## config.mk

```make
export PLATFORM = sky130hd
export DESIGN_NAME = bypass_fifo1
export DESIGN_NICKNAME = d
export VERILOG_FILES = /design/src/rtl/bypass_fifo1_pkg.sv /design/src/rtl/bf_ctrl.sv /design/src/rtl/bf_store.sv /design/src/rtl/bf_head_mux.sv /design/src/rtl/bypass_fifo1.sv
export SDC_FILE = /design/constraint.sdc
export NUM_CORES = 1
export LEC_CHECK = 0
export ABC_CLOCK_PERIOD_IN_PS = 3950
export BUFFER_PORTS_ARGS = -buffer_cell sky130_fd_sc_hd__buf_2
export CORE_AREA = 4 4 41 43
export CTS_CLUSTER_DIAMETER = 150
export CTS_CLUSTER_SIZE = 14
export DETAILED_ROUTE_END_ITERATION = 7
export DIE_AREA = 0 0 45 47
export SLEW_MARGIN = 20
export SYNTH_ARGS = -nofsm -noshare
export SYNTH_HDL_FRONTEND = slang
export SYNTH_SLANG_ARGS = --single-unit
```

## constraint.sdc

```tcl
create_clock -name clk -period 3.95 [get_ports clk]
set_input_delay 0.395 -clock clk [delete_from_list [all_inputs] [get_ports clk]]
set_output_delay 0.395 -clock clk [all_outputs]
set_load 0.05 [all_outputs]
```

## src/rtl/bypass_fifo1_pkg.sv

```systemverilog
package bypass_fifo1_pkg;
  // Per-cycle granted operations, decided by the control stage.
  typedef struct packed {
    logic wr_fire;
    logic rd_fire;
    logic flush;
  } bf_ops_t;
endpackage

```

## src/rtl/bf_ctrl.sv

```systemverilog
module bf_ctrl
  import bypass_fifo1_pkg::*;
(
  input  logic    clk,
  input  logic    rst,
  input  logic    flush,
  input  logic    in_valid,
  input  logic    out_pop,
  output logic    occupied,
  output logic    in_ready,
  output logic    out_avail,
  output bf_ops_t ops
);
  logic occ_q;
  logic occ_d;

  // Write is guarded on the state at the start of the cycle only.
  assign in_ready     = ~occ_q;
  assign ops.wr_fire  = in_valid & ~occ_q;
  // The head is visible if stored, or if it is arriving right now.
  assign out_avail    = occ_q | ops.wr_fire;
  assign ops.rd_fire  = out_pop & out_avail;
  assign ops.flush    = flush;

  always_comb begin
    occ_d = (occ_q | ops.wr_fire) & ~ops.rd_fire;
    if (ops.flush) occ_d = 1'b0;
  end

  always_ff @(posedge clk) begin
    if (rst) occ_q <= 1'b0;
    else     occ_q <= occ_d;
  end

  assign occupied = occ_q;
endmodule

```

## src/rtl/bf_store.sv

```systemverilog
module bf_store #(
  parameter int W = 8
) (
  input  logic         clk,
  input  logic         load,
  input  logic [W-1:0] din,
  output logic [W-1:0] dout
);
  logic [W-1:0] slot_q;

  // Plain data register, no reset: occupancy lives in the control stage.
  always_ff @(posedge clk) begin
    if (load) slot_q <= din;
  end

  assign dout = slot_q;
endmodule

```

## src/rtl/bf_head_mux.sv

```systemverilog
module bf_head_mux #(
  parameter int W = 8
) (
  input  logic         occupied,
  input  logic [W-1:0] stored,
  input  logic [W-1:0] incoming,
  output logic [W-1:0] head
);
  assign head = occupied ? stored : incoming;
endmodule

```

## src/rtl/bypass_fifo1.sv

```systemverilog
module bypass_fifo1
  import bypass_fifo1_pkg::*;
#(
  parameter int W = 8
) (
  input  logic         clk,
  input  logic         rst,
  input  logic         flush,
  input  logic         in_valid,
  input  logic [W-1:0] in_data,
  output logic         in_ready,
  output logic         out_avail,
  output logic [W-1:0] out_data,
  input  logic         out_pop
);
  bf_ops_t      ops;
  logic         occupied;
  logic [W-1:0] stored;
  logic         load;

  bf_ctrl u_ctrl (
    .clk      (clk),
    .rst      (rst),
    .flush    (flush),
    .in_valid (in_valid),
    .out_pop  (out_pop),
    .occupied (occupied),
    .in_ready (in_ready),
    .out_avail(out_avail),
    .ops      (ops)
  );

  // Only capture when the word will still be resident after the edge.
  assign load = ops.wr_fire & ~ops.rd_fire & ~ops.flush;

  bf_store #(.W(W)) u_store (
    .clk (clk),
    .load(load),
    .din (in_data),
    .dout(stored)
  );

  bf_head_mux #(.W(W)) u_mux (
    .occupied(occupied),
    .stored  (stored),
    .incoming(in_data),
    .head    (out_data)
  );
endmodule

```

==> results of run 1 <==
cell usage after synthesis:
master,n
sky130_fd_sc_hd__dfxtp_1,1
sky130_fd_sc_hd__inv_1,1
sky130_fd_sc_hd__or2_1,1
sky130_fd_sc_hd__edfxtp_1,8
sky130_fd_sc_hd__buf_6,1
sky130_fd_sc_hd__mux2_4,8
sky130_fd_sc_hd__nor4b_2,2
placed cells by master, fill, tap and decap left out:
cell type,netlist,layout
sky130_fd_sc_hd__buf_2,0,22
sky130_fd_sc_hd__mux2_4,8,8
sky130_fd_sc_hd__edfxtp_1,8,8
sky130_fd_sc_hd__clkbuf_4,0,3
sky130_fd_sc_hd__nor4b_2,2,2
sky130_fd_sc_hd__inv_1,1,1
sky130_fd_sc_hd__or2_1,1,1
sky130_fd_sc_hd__clkbuf_1,0,1
sky130_fd_sc_hd__dfxtp_1,1,1
report_power, final:
group | internal, uW | switching [uW]
sequential | 107 | 2.05
clock | 38.8 | 29.5
combinational | 17.0 | 30.3
total | 163 | 61.9
per-stage QoR:
| stage | cells | cell area (sq um) | total power [uW] | hold WS (ns) | setup slack [ns] |
|---|---|---|---|---|---|
| 6_report | 62 | 576 | 224 | 0.306 | 2.05 |
| 3_3_place_gp | 58 | 549 | 158 | 0.565 | 2.26 |
| 5_1_grt | 62 | 576 | 238 | 0.296 | 1.94 |
| 3_5_place_dp | 58 | 549 | 159 | 0.569 | 2.18 |
| 4_1_cts | 62 | 576 | 230 | 0.295 | 2.01 |
| 2_1_floorplan | 22 | 432 | 146 | 0.466 | 2.50 |
worst max-delay path by stage:
stage	end	startpoint	cells after the start
6_report	out_data[4]	u_ctrl.occupied	2
3_5_place_dp	u_store.dout[1]	u_ctrl.occupied	1
4_1_cts	out_data[4]	u_ctrl.occupied	2
3_3_place_gp	u_store.dout[1]	u_ctrl.occupied	1
2_1_floorplan	u_store.dout[0]	u_ctrl.occupied	2
5_1_grt	out_data[4]	u_ctrl.occupied	2
kinds of logic (layout without fill, tap and decap cells):
kind of cell           count (synthesis)  after routing  share of synthesized area [%]
buffers and inverters                  2             27                           3.48
AND/OR/NAND/NOR                        3              3                           8.41
flip-flops                             9              9                           60.3
multiplexers                           8              8                           27.8
per-layer routing:
layer / routed length (microns) / share of wire, %
met2: 370 / 49
met1: 286 / 38
met3: 92 / 12
met5: 0 / 0
met4: 8 / 1.1
sequential cells by signal (all words and copies together) (netlist names):
| signal | cells |
|---|---|
| u_store.dout | 8 |
| u_ctrl.occupied | 1 |
final cells by class:
type / instances / share of cell area [%]
inverters: 1 / 0.652
clock buffers: 4 / 4.57
multi-input cells: 11 / 27.2
well taps: 15 / 3.26
flip-flops and latches: 9 / 45.2
repair buffers: 22 / 19.1
==> reports/qor.txt, run 1 <==
Status: finished clean
Slew headroom: 42.9%
Layer with the highest usage: met2
Total number of clock tree sinks: 9
Hold Fails Final Rpt: 0
Sort of element at the start of the critical path: flip-flop
Layout Nets: 61
Clock Skews: 0.000449 ns
Category of the most critical setup path: reg -> out
Worst-path cell chain: mux2_4 -> buf_2
Chip height: 47 microns
Worst-skew pair later-pin latency: 0.25 ns
Post-CTS resize count: 0
Area of the core region: 1300 sq um
I/O pin count: 23
Final number of setup-violating endpoints: 0
Max Fanout on Critical Path: 11
Horiz. Die Dim: 45 microns
GRT overflow: 0
Type of element capturing the critical path: output pin
Weighted congestion reported at the end of routability-driven placement: 0.655
Post-DR wirelength/cell: 12.2 microns
CTS tree: done
Share of the clock period used by the worst path after layout: 48.1%
Met1 global-route usage: 8.08%
Global router's overall resource usage: 8.90%
DRC violation total after the first TritonRoute iteration: 0
Layout-stage area growth over the synthesis result: 33.3%
GR met2 Demand/Resource: 15.3%
Max capacitance violation total: 0
Post-synth top area cell: sky130_fd_sc_hd__edfxtp_1
Fill cell total of the finished layout: 140
Number of H-tree levels: 1
Total power divided by cell area: 390 nW/um^2
Top cells by area, synth: sky130_fd_sc_hd__edfxtp_1 56%, sky130_fd_sc_hd__mux2_4 28%, sky130_fd_sc_hd__nor4b_2 7.0%
Final number of max-transition violations: 0
Total Routed Length: 757 microns
Top-area cell type share of the netlist area: 55.7%
Unrepaired setup endpoints after global routing: false
Hold path start: rst
First-pass GRT wire length: 1260 microns
Peak ir drop on the vdd network: 221 uV
Number of register bits inferred by synthesis: 9
Fraction of the core area covered by cells at the end of the flow: 44.2%
Die outline area: 2120 sq um
Worst r2r src: u_ctrl.occupied
First-pass iteration count of the detailed router: 1
Number of nets in the synthesized netlist: 35
Starting Density: 33.2%
Initial antenna violation count: 0
Synth Cell Area: 432 sq um
Sequential element share of the synthesized area: 60.3%
Actual slew at the worst max-slew pin: 0.854 ns
Count of hold buffers inserted by post-cts repair: 0
Number of buffers added on ports: 22
Classification of the worst-slack hold path: in -> reg
Via count of the first global-routing pass: 292
Leakage power summed over all cells: 0.000246 uW
Master cell of the clock root buffer: sky130_fd_sc_hd__clkbuf_4
Final worst path period need: 1.90 ns
Global-route met3 utilization: 5.36%
Maximum number of pins on one net before global-route repair: 12
WHS Path Cells: 2
Syn avg cell area: 19.6 sq um
Buf/Inv on CP: 1
Critical Path Max Stage Delay: 0.69 ns
Via density per instance: 4.48
Number of cells on the worst reg-to-reg path: 1
Clk pin slew, worst setup/hold paths: 0.06 ns
Post CTS Setup Buffer Count: 0
Arrival time of data at the critical path endpoint: 1.51 ns
Antenna Cells: 0
Top delay family on crit path: flip-flops
Detail Route Antenna Nets: 0
Core Rows: 13
Clock buffers created by TritonCTS: 3
Share of final-layout standard cells stronger than drive strength 1: 74.5%
Total DRC errors in the routed layout: 0
End of the worst register-to-register path: u_store.dout[6]
Combined area of the multi-input logic cells: 156 sq um
Register-to-register setup slack: 2.25 ns
Number of instances in the synthesized netlist: 22
Vias after detailed routing: 278
Yosys synthesis warning count: 0
Sink of the worst hold path: u_ctrl.occupied
Distinct cells, synth: 7
Cell with the biggest individual delay on the critical path: sky130_fd_sc_hd__dfxtp_1
Achievable frequency: 526 MHz
Maximum clock insertion buffer count: 2
Total negative setup slack: 0 ns
Req. time, crit path: 3.56 ns
Area used by sequential logic in the layout: 260 sq um
No activity file was read; power rests on OpenSTA's default activity.
==> inputs of run 2 (changes only) <==
--- a/config.mk
+++ b/config.mk
@@ -5,7 +5,7 @@
 export SDC_FILE = /design/constraint.sdc
 export NUM_CORES = 1
 export LEC_CHECK = 0
-export ABC_CLOCK_PERIOD_IN_PS = 3950
+export ABC_CLOCK_PERIOD_IN_PS = 1530
 export BUFFER_PORTS_ARGS = -buffer_cell sky130_fd_sc_hd__buf_2
 export CORE_AREA = 4 4 41 43
 export CTS_CLUSTER_DIAMETER = 150
==> constraint.sdc (replaced) <==
create_clock -name clk -period 1.53 [get_ports clk]
set_input_delay 0.153 -clock clk [delete_from_list [all_inputs] [get_ports clk]]
set_output_delay 0.153 -clock clk [all_outputs]
set_load 0.05 [all_outputs]
==> run 2 against run 1 <==
Against the previous run: worst setup slack worse by 1.9 ns; total power grew to 2.6 times the previous value; non-clock buffer count is 1 higher; via count is 0.72% higher; final area is 2.0% higher; sequential share of layout area is 0.23 points lower; combinational power grew to 2.6 times the previous value; register-to-register slack worse by 1.9 ns; cell count is 1.6% higher; highest routed layer is now met3; clock-buffer cell count stayed put; clock skew is 0.0047 ns higher; sequential cell count stayed put.
==> reports/qor.txt, run 2 (synthesized netlist as in run 1, its figures left out) <==
Clock buffers created by TritonCTS: 3
First-pass iteration count of the detailed router: 2
Classification of the worst-slack hold path: in -> reg
Placed cell area: 557 sq um
Clock Skews: 0.00517 ns
Total power divided by cell area: 996 nW/um^2
Achievable frequency: 721 MHz
Finished Cell Area: 587 sq um
First-pass GRT wire length: 1290 microns
Max Fanout on Critical Path: 11
Chip height: 47 microns
Vias after detailed routing: 280
Final number of max-transition violations: 0
Total Routed Length: 791 microns
Layout Nets: 62
Weighted congestion reported at the end of routability-driven placement: 0.656
Most frequent cells in the layout: 22 x sky130_fd_sc_hd__buf_2, 8 x sky130_fd_sc_hd__mux2_4, 8 x sky130_fd_sc_hd__edfxtp_1, 3 x sky130_fd_sc_hd__clkbuf_4, 2 x sky130_fd_sc_hd__nor4b_2
Clk pin slew, worst setup/hold paths: 0.06 ns
Beginning of the critical path: u_ctrl.occupied
Detail Route Antenna Nets: 0
Hold Fails Final Rpt: 0
Sort of element at the start of the critical path: flip-flop
Layout-stage area growth over the synthesis result: 35.9%
Final number of setup-violating endpoints: 0
Type of element capturing the critical path: output pin
Antenna Cells: 0
Count of hold buffers inserted by post-cts repair: 0
Final worst path period need: 1.39 ns
Status: finished clean
Area of the core region: 1300 sq um
GRT overflow: 0
Hold path start: rst
Starting Density: 33.2%
Share of the clock period used by the worst path after layout: 90.7%
Initial antenna violation count: 0
DRC violation total after the first TritonRoute iteration: 2
Number of H-tree levels: 1
Unrepaired setup endpoints after global routing: false
Peak ir drop on the vdd network: 412 uV
Worst r2r src: u_ctrl.occupied
Slew headroom: 83.2%
Number of buffers added on ports: 22
Smallest hold slack: 0.0571 ns
Via count of the first global-routing pass: 293
Setup WS pre-CTS: 0.125 ns
Total Power: 584 uW
Global router's overall resource usage: 8.89%
Req. time, crit path: 1.38 ns
Post-DR wirelength/cell: 12.6 microns
Total DRC errors in the routed layout: 0
Horiz. Die Dim: 45 microns
Max FFs per register: 8
Commonest non-fill, non-tap cell in the layout: sky130_fd_sc_hd__buf_2
Final worst-path setup slack: 0.142 ns
Maximum clock insertion buffer count: 2
Worst-skew pair later-pin latency: 0.26 ns
Arrival time of data at the critical path endpoint: 1.23 ns
Maximum number of pins on one net before global-route repair: 12
Core Rows: 13
Leakage power summed over all cells: 0.000252 uW
Die outline area: 2120 sq um
Total negative setup slack: 0 ns
Via density per instance: 4.44
Category of the most critical setup path: reg -> out
Actual slew at the worst max-slew pin: 0.254 ns
I/O pin count: 23
CTS tree: done
Total number of clock tree sinks: 9
Share of final-layout standard cells stronger than drive strength 1: 77.1%
Max capacitance violation total: 0
Master cell of the clock root buffer: sky130_fd_sc_hd__clkbuf_4
==> run 2: cell types whose count changed in the layout (fill, tap and decap cells not counted), sizes merged <==
cell	before	now
buf	22	23
==> run 2: worst paths after layout <==
path / to / slack (ns) / cells after the start
min reg2reg: u_ctrl.occupied / 0.83 / 2
max reg2reg: u_store.dout[0] / 0.35 / 2
max: out_data[4] / 0.14 / 2
min: u_ctrl.occupied / 0.06 / 2
==> run 2: layer usage <==
metal	track usage (%)	routed length [microns]	part of all wire, %
met4	5.26	0	0
met3	3.45	100	13
met5	0	0	0
met1	9.48	300	38
met2	15.0	390	49
==> run 2: per-stage QoR <==
step	std cells	utilization (%)
6_report	63	45.1
5_1_grt	63	45.1
4_1_cts	63	44.9
3_5_place_dp	59	42.8
3_3_place_gp	59	42.8
2_1_floorplan	22	-
==> run 2: critical path, stage by stage (launching register included) <==
cell and delay, ns:
sky130_fd_sc_hd__dfxtp_4 0.45, sky130_fd_sc_hd__mux2_4 0.32, sky130_fd_sc_hd__buf_2 0.21
==> run 2: report_power, final <==
| group | switching [uW] | internal (uW) | leakage, uW |
|---|---|---|---|
| combinational | 78.6 | 45.1 | 0.000155 |
| clock | 80.5 | 100 | 0.0000150 |
| sequential | 5.39 | 274 | 0.0000823 |
| total | 165 | 420 | 0.000252 |
==> run 2: cell type report <==
cell class                      count  area [sq um]
Timing Repair Buffer               23           118
Tap cell                           15          18.8
Sequential cell                     9           264
Inverter                            1          3.75
Clock buffer                        4          26.3
Fill cell                         133           714
Multi-Input combinational cell     11           156
==> run 2: what timing repair did <==
| action | in CTS | in global routing |
|---|---|---|
| gates resized for setup | 1 | 1 |
| endpoints found under the setup margin | 9 | 1 |
| buffers inserted | 0 | 0 |
==> inputs of run 3 (changes only) <==
--- a/config.mk
+++ b/config.mk
@@ -5,10 +5,11 @@
 export SDC_FILE = /design/constraint.sdc
 export NUM_CORES = 1
 export LEC_CHECK = 0
+export ABC_AREA = 1
 export ABC_CLOCK_PERIOD_IN_PS = 1530
 export BUFFER_PORTS_ARGS = -buffer_cell sky130_fd_sc_hd__buf_2
 export CORE_AREA = 4 4 41 43
-export CTS_CLUSTER_DIAMETER = 150
+export CTS_CLUSTER_DIAMETER = 30
 export CTS_CLUSTER_SIZE = 14
 export DETAILED_ROUTE_END_ITERATION = 7
 export DIE_AREA = 0 0 45 47
==> run 3 against run 2 <==
Against the previous run: sequential cell count unchanged; clock-buffer cell count is the same; cell count rose by 33%; hold slack improved by 0.032 ns; critical path type unchanged.
==> reports/qor.txt, run 3 <==
Core Rows: 13
Top-area cell type share of the netlist area: 59.3%
Global router's overall resource usage: 8.81%
Sink of the worst hold path: u_store.dout[4]
Worst r2r src: u_ctrl.occupied
Arrival time of data at the critical path endpoint: 1.17 ns
Distinct cells, synth: 9
Share of flip-flops with an asynchronous set or reset: 0%
Final worst path period need: 1.32 ns
Achievable frequency: 755 MHz
Post CTS Setup Buffer Count: 0
GRT overflow: 0
Vias after detailed routing: 337
Sequential element share of the synthesized area: 64.2%
Count of hold buffers inserted by post-cts repair: 0
Total Power: 574 uW
Initial antenna violation count: 0
Detail Route Antenna Nets: 0
Most common library cells after synthesis: 26 x sky130_fd_sc_hd__nand2_1, 8 x sky130_fd_sc_hd__edfxtp_1, 2 x sky130_fd_sc_hd__inv_1, 2 x sky130_fd_sc_hd__nor2_1
Master cell of the clock root buffer: sky130_fd_sc_hd__clkbuf_4
Total Routed Length: 793 microns
Register-to-register setup slack: 0.56 ns
Hold path start: in_data[4]
Total number of clock tree sinks: 9
Actual slew at the worst max-slew pin: 0.252 ns
Maximum number of pins on one net before global-route repair: 12
Post-synth EDFFs: 8
Sort of element at the start of the critical path: flip-flop
Number of instances in the synthesized netlist: 43
Starting Density: 31.2%
First-pass GRT wire length: 1240 microns
End of the worst register-to-register path: u_store.dout[6]
First-pass iteration count of the detailed router: 2
Via density per instance: 4.01
Leakage power summed over all cells: 0.000280 uW
Chip height: 47 microns
Req. time, crit path: 1.38 ns
Category of the most critical setup path: reg -> out
Yosys synthesis warning count: 0
Post-DR wirelength/cell: 9.44 microns
Placed cell area: 531 sq um
CTS tree: done
Number of buffers added on ports: 22
Status: finished clean
DRC violation total after the first TritonRoute iteration: 4
Final number of max-transition violations: 0
Clk pin slew, worst setup/hold paths: 0.06 ns
Total power divided by cell area: 1030 nW/um^2
Dominant register cell in the synthesized netlist: sky130_fd_sc_hd__edfxtp_1
Number of nets in the synthesized netlist: 56
Most frequent cell after synthesis: sky130_fd_sc_hd__nand2_1
Worst-skew pair later-pin latency: 0.25 ns
Final number of setup-violating endpoints: 0
Slew headroom: 83.3%
Synth Cell Area: 405 sq um
Die outline area: 2120 sq um
Share of the clock period used by the worst path after layout: 86.6%
Via count of the first global-routing pass: 299
Type of element capturing the critical path: output pin
Layout-stage area growth over the synthesis result: 37.7%
Finished Cell Area: 558 sq um
Unrepaired setup endpoints after global routing: false
Peak ir drop on the vdd network: 450 uV
Antenna Cells: 0
Weighted congestion reported at the end of routability-driven placement: 0.691
Total DRC errors in the routed layout: 0
Fraction of the core area covered by cells at the end of the flow: 42.9%
Number of H-tree levels: 1
Beginning of the critical path: u_ctrl.occupied
Horiz. Die Dim: 45 microns
Max Fanout on Critical Path: 11
Top cells by area, synth: sky130_fd_sc_hd__edfxtp_1 59%, sky130_fd_sc_hd__nand2_1 24%, sky130_fd_sc_hd__dfxtp_1 4.9%
Number of register bits inferred by synthesis: 9
Maximum clock insertion buffer count: 2
I/O pin count: 23
Most frequent cells in the layout: 26 x sky130_fd_sc_hd__nand2_1, 22 x sky130_fd_sc_hd__buf_2, 8 x sky130_fd_sc_hd__edfxtp_1, 3 x sky130_fd_sc_hd__clkbuf_4
Max capacitance violation total: 0
Final HPWL from detailed placement: 627 microns
Smallest hold slack: 0.0889 ns
Layout Nets: 83
Total negative setup slack: 0 ns
Area of the core region: 1300 sq um
Clock buffers created by TritonCTS: 3
Syn avg cell area: 9.43 sq um
Share of final-layout standard cells stronger than drive strength 1: 43.5%
Number of cells on the worst reg-to-reg path: 2
Classification of the worst-slack hold path: in -> reg
Hold Fails Final Rpt: 0
Commonest non-fill, non-tap cell in the layout: sky130_fd_sc_hd__nand2_1
Post-synth top area cell: sky130_fd_sc_hd__edfxtp_1
Clock Skews: 0.00429 ns
Max FFs per register: 8
WHS Path Cells: 1
## run 3: cell types whose count changed in the layout (fill, tap and decap cells not counted), moves of 2 or more
| cell | before | now |
|---|---|---|
| sky130_fd_sc_hd__mux2_4 | 8 | 0 |
| sky130_fd_sc_hd__nor4b_2 | 2 | 0 |
| sky130_fd_sc_hd__nor2_1 | 0 | 2 |
| sky130_fd_sc_hd__nand2_1 | 0 | 26 |
## run 3: where the power goes
| part | total [uW] | switching (uW) | internal, uW | leakage [uW] |
|---|---|---|---|---|
| registers | 280 | 3.97 | 276 | 0.0000820 |
| clock network | 172 | 72.5 | 99.8 | 0.0000150 |
| logic | 122 | 89.9 | 32.0 | 0.000183 |
| total | 574 | 166 | 408 | 0.000280 |
## run 3: layout make-up
class / count / area [sq um]
clock buffers: 4 / 26.3
fillers: 144 / 743
repair buffers: 23 / 118
well taps: 15 / 18.8
inverters: 3 / 11.3
multi-input cells: 30 / 123
flip-flops and latches: 9 / 262
## run 3: metrics by stage
stage,worst slack [ns],cells
floorplan,0.330,43
global placement,0.334,80
detailed placement,0.305,80
CTS,0.0137,84
global route,0.0717,84
finish,0.205,84
## run 3: critical path, stage by stage (launching register included)
cell                      delay, ns
sky130_fd_sc_hd__dfxtp_2       0.39
sky130_fd_sc_hd__inv_2         0.15
sky130_fd_sc_hd__nand2_1       0.06
sky130_fd_sc_hd__nand2_1       0.07
sky130_fd_sc_hd__buf_2         0.26
## run 3: logic make-up after synthesis
logic type	synth area share [%]
AND/OR/NAND/NOR	30.2
buffers and inverters	5.56
flip-flops	64.2
## run 3: metal layers
| metal | track usage [%] | routed length [microns] | vias to the layer above |
|---|---|---|---|
| li1 | - | - | 189 |
| met1 | 11.3 | 384 | 133 |
| met2 | 10.5 | 323 | 15 |
| met3 | 6.13 | 85 | 0 |
| met4 | 5.26 | 0 | 0 |
| met5 | 0 | 0 | - |
## run 3: worst max-delay path by stage
stage	endpoint	slack [ns]	cells after the start
finish	out_data[3]	0.21	4
global route	out_data[2]	0.07	4
CTS	out_data[3]	0.01	4
detailed placement	out_data[3]	0.31	4
global placement	out_data[3]	0.33	4
floorplan	u_store.dout[0]	0.33	2
## run 3: what timing repair did
action / in CTS / in global routing
setup endpoints to repair: 0 / 8
gates resized for setup: 0 / 1
endpoints found under the hold margin: 0 / 0
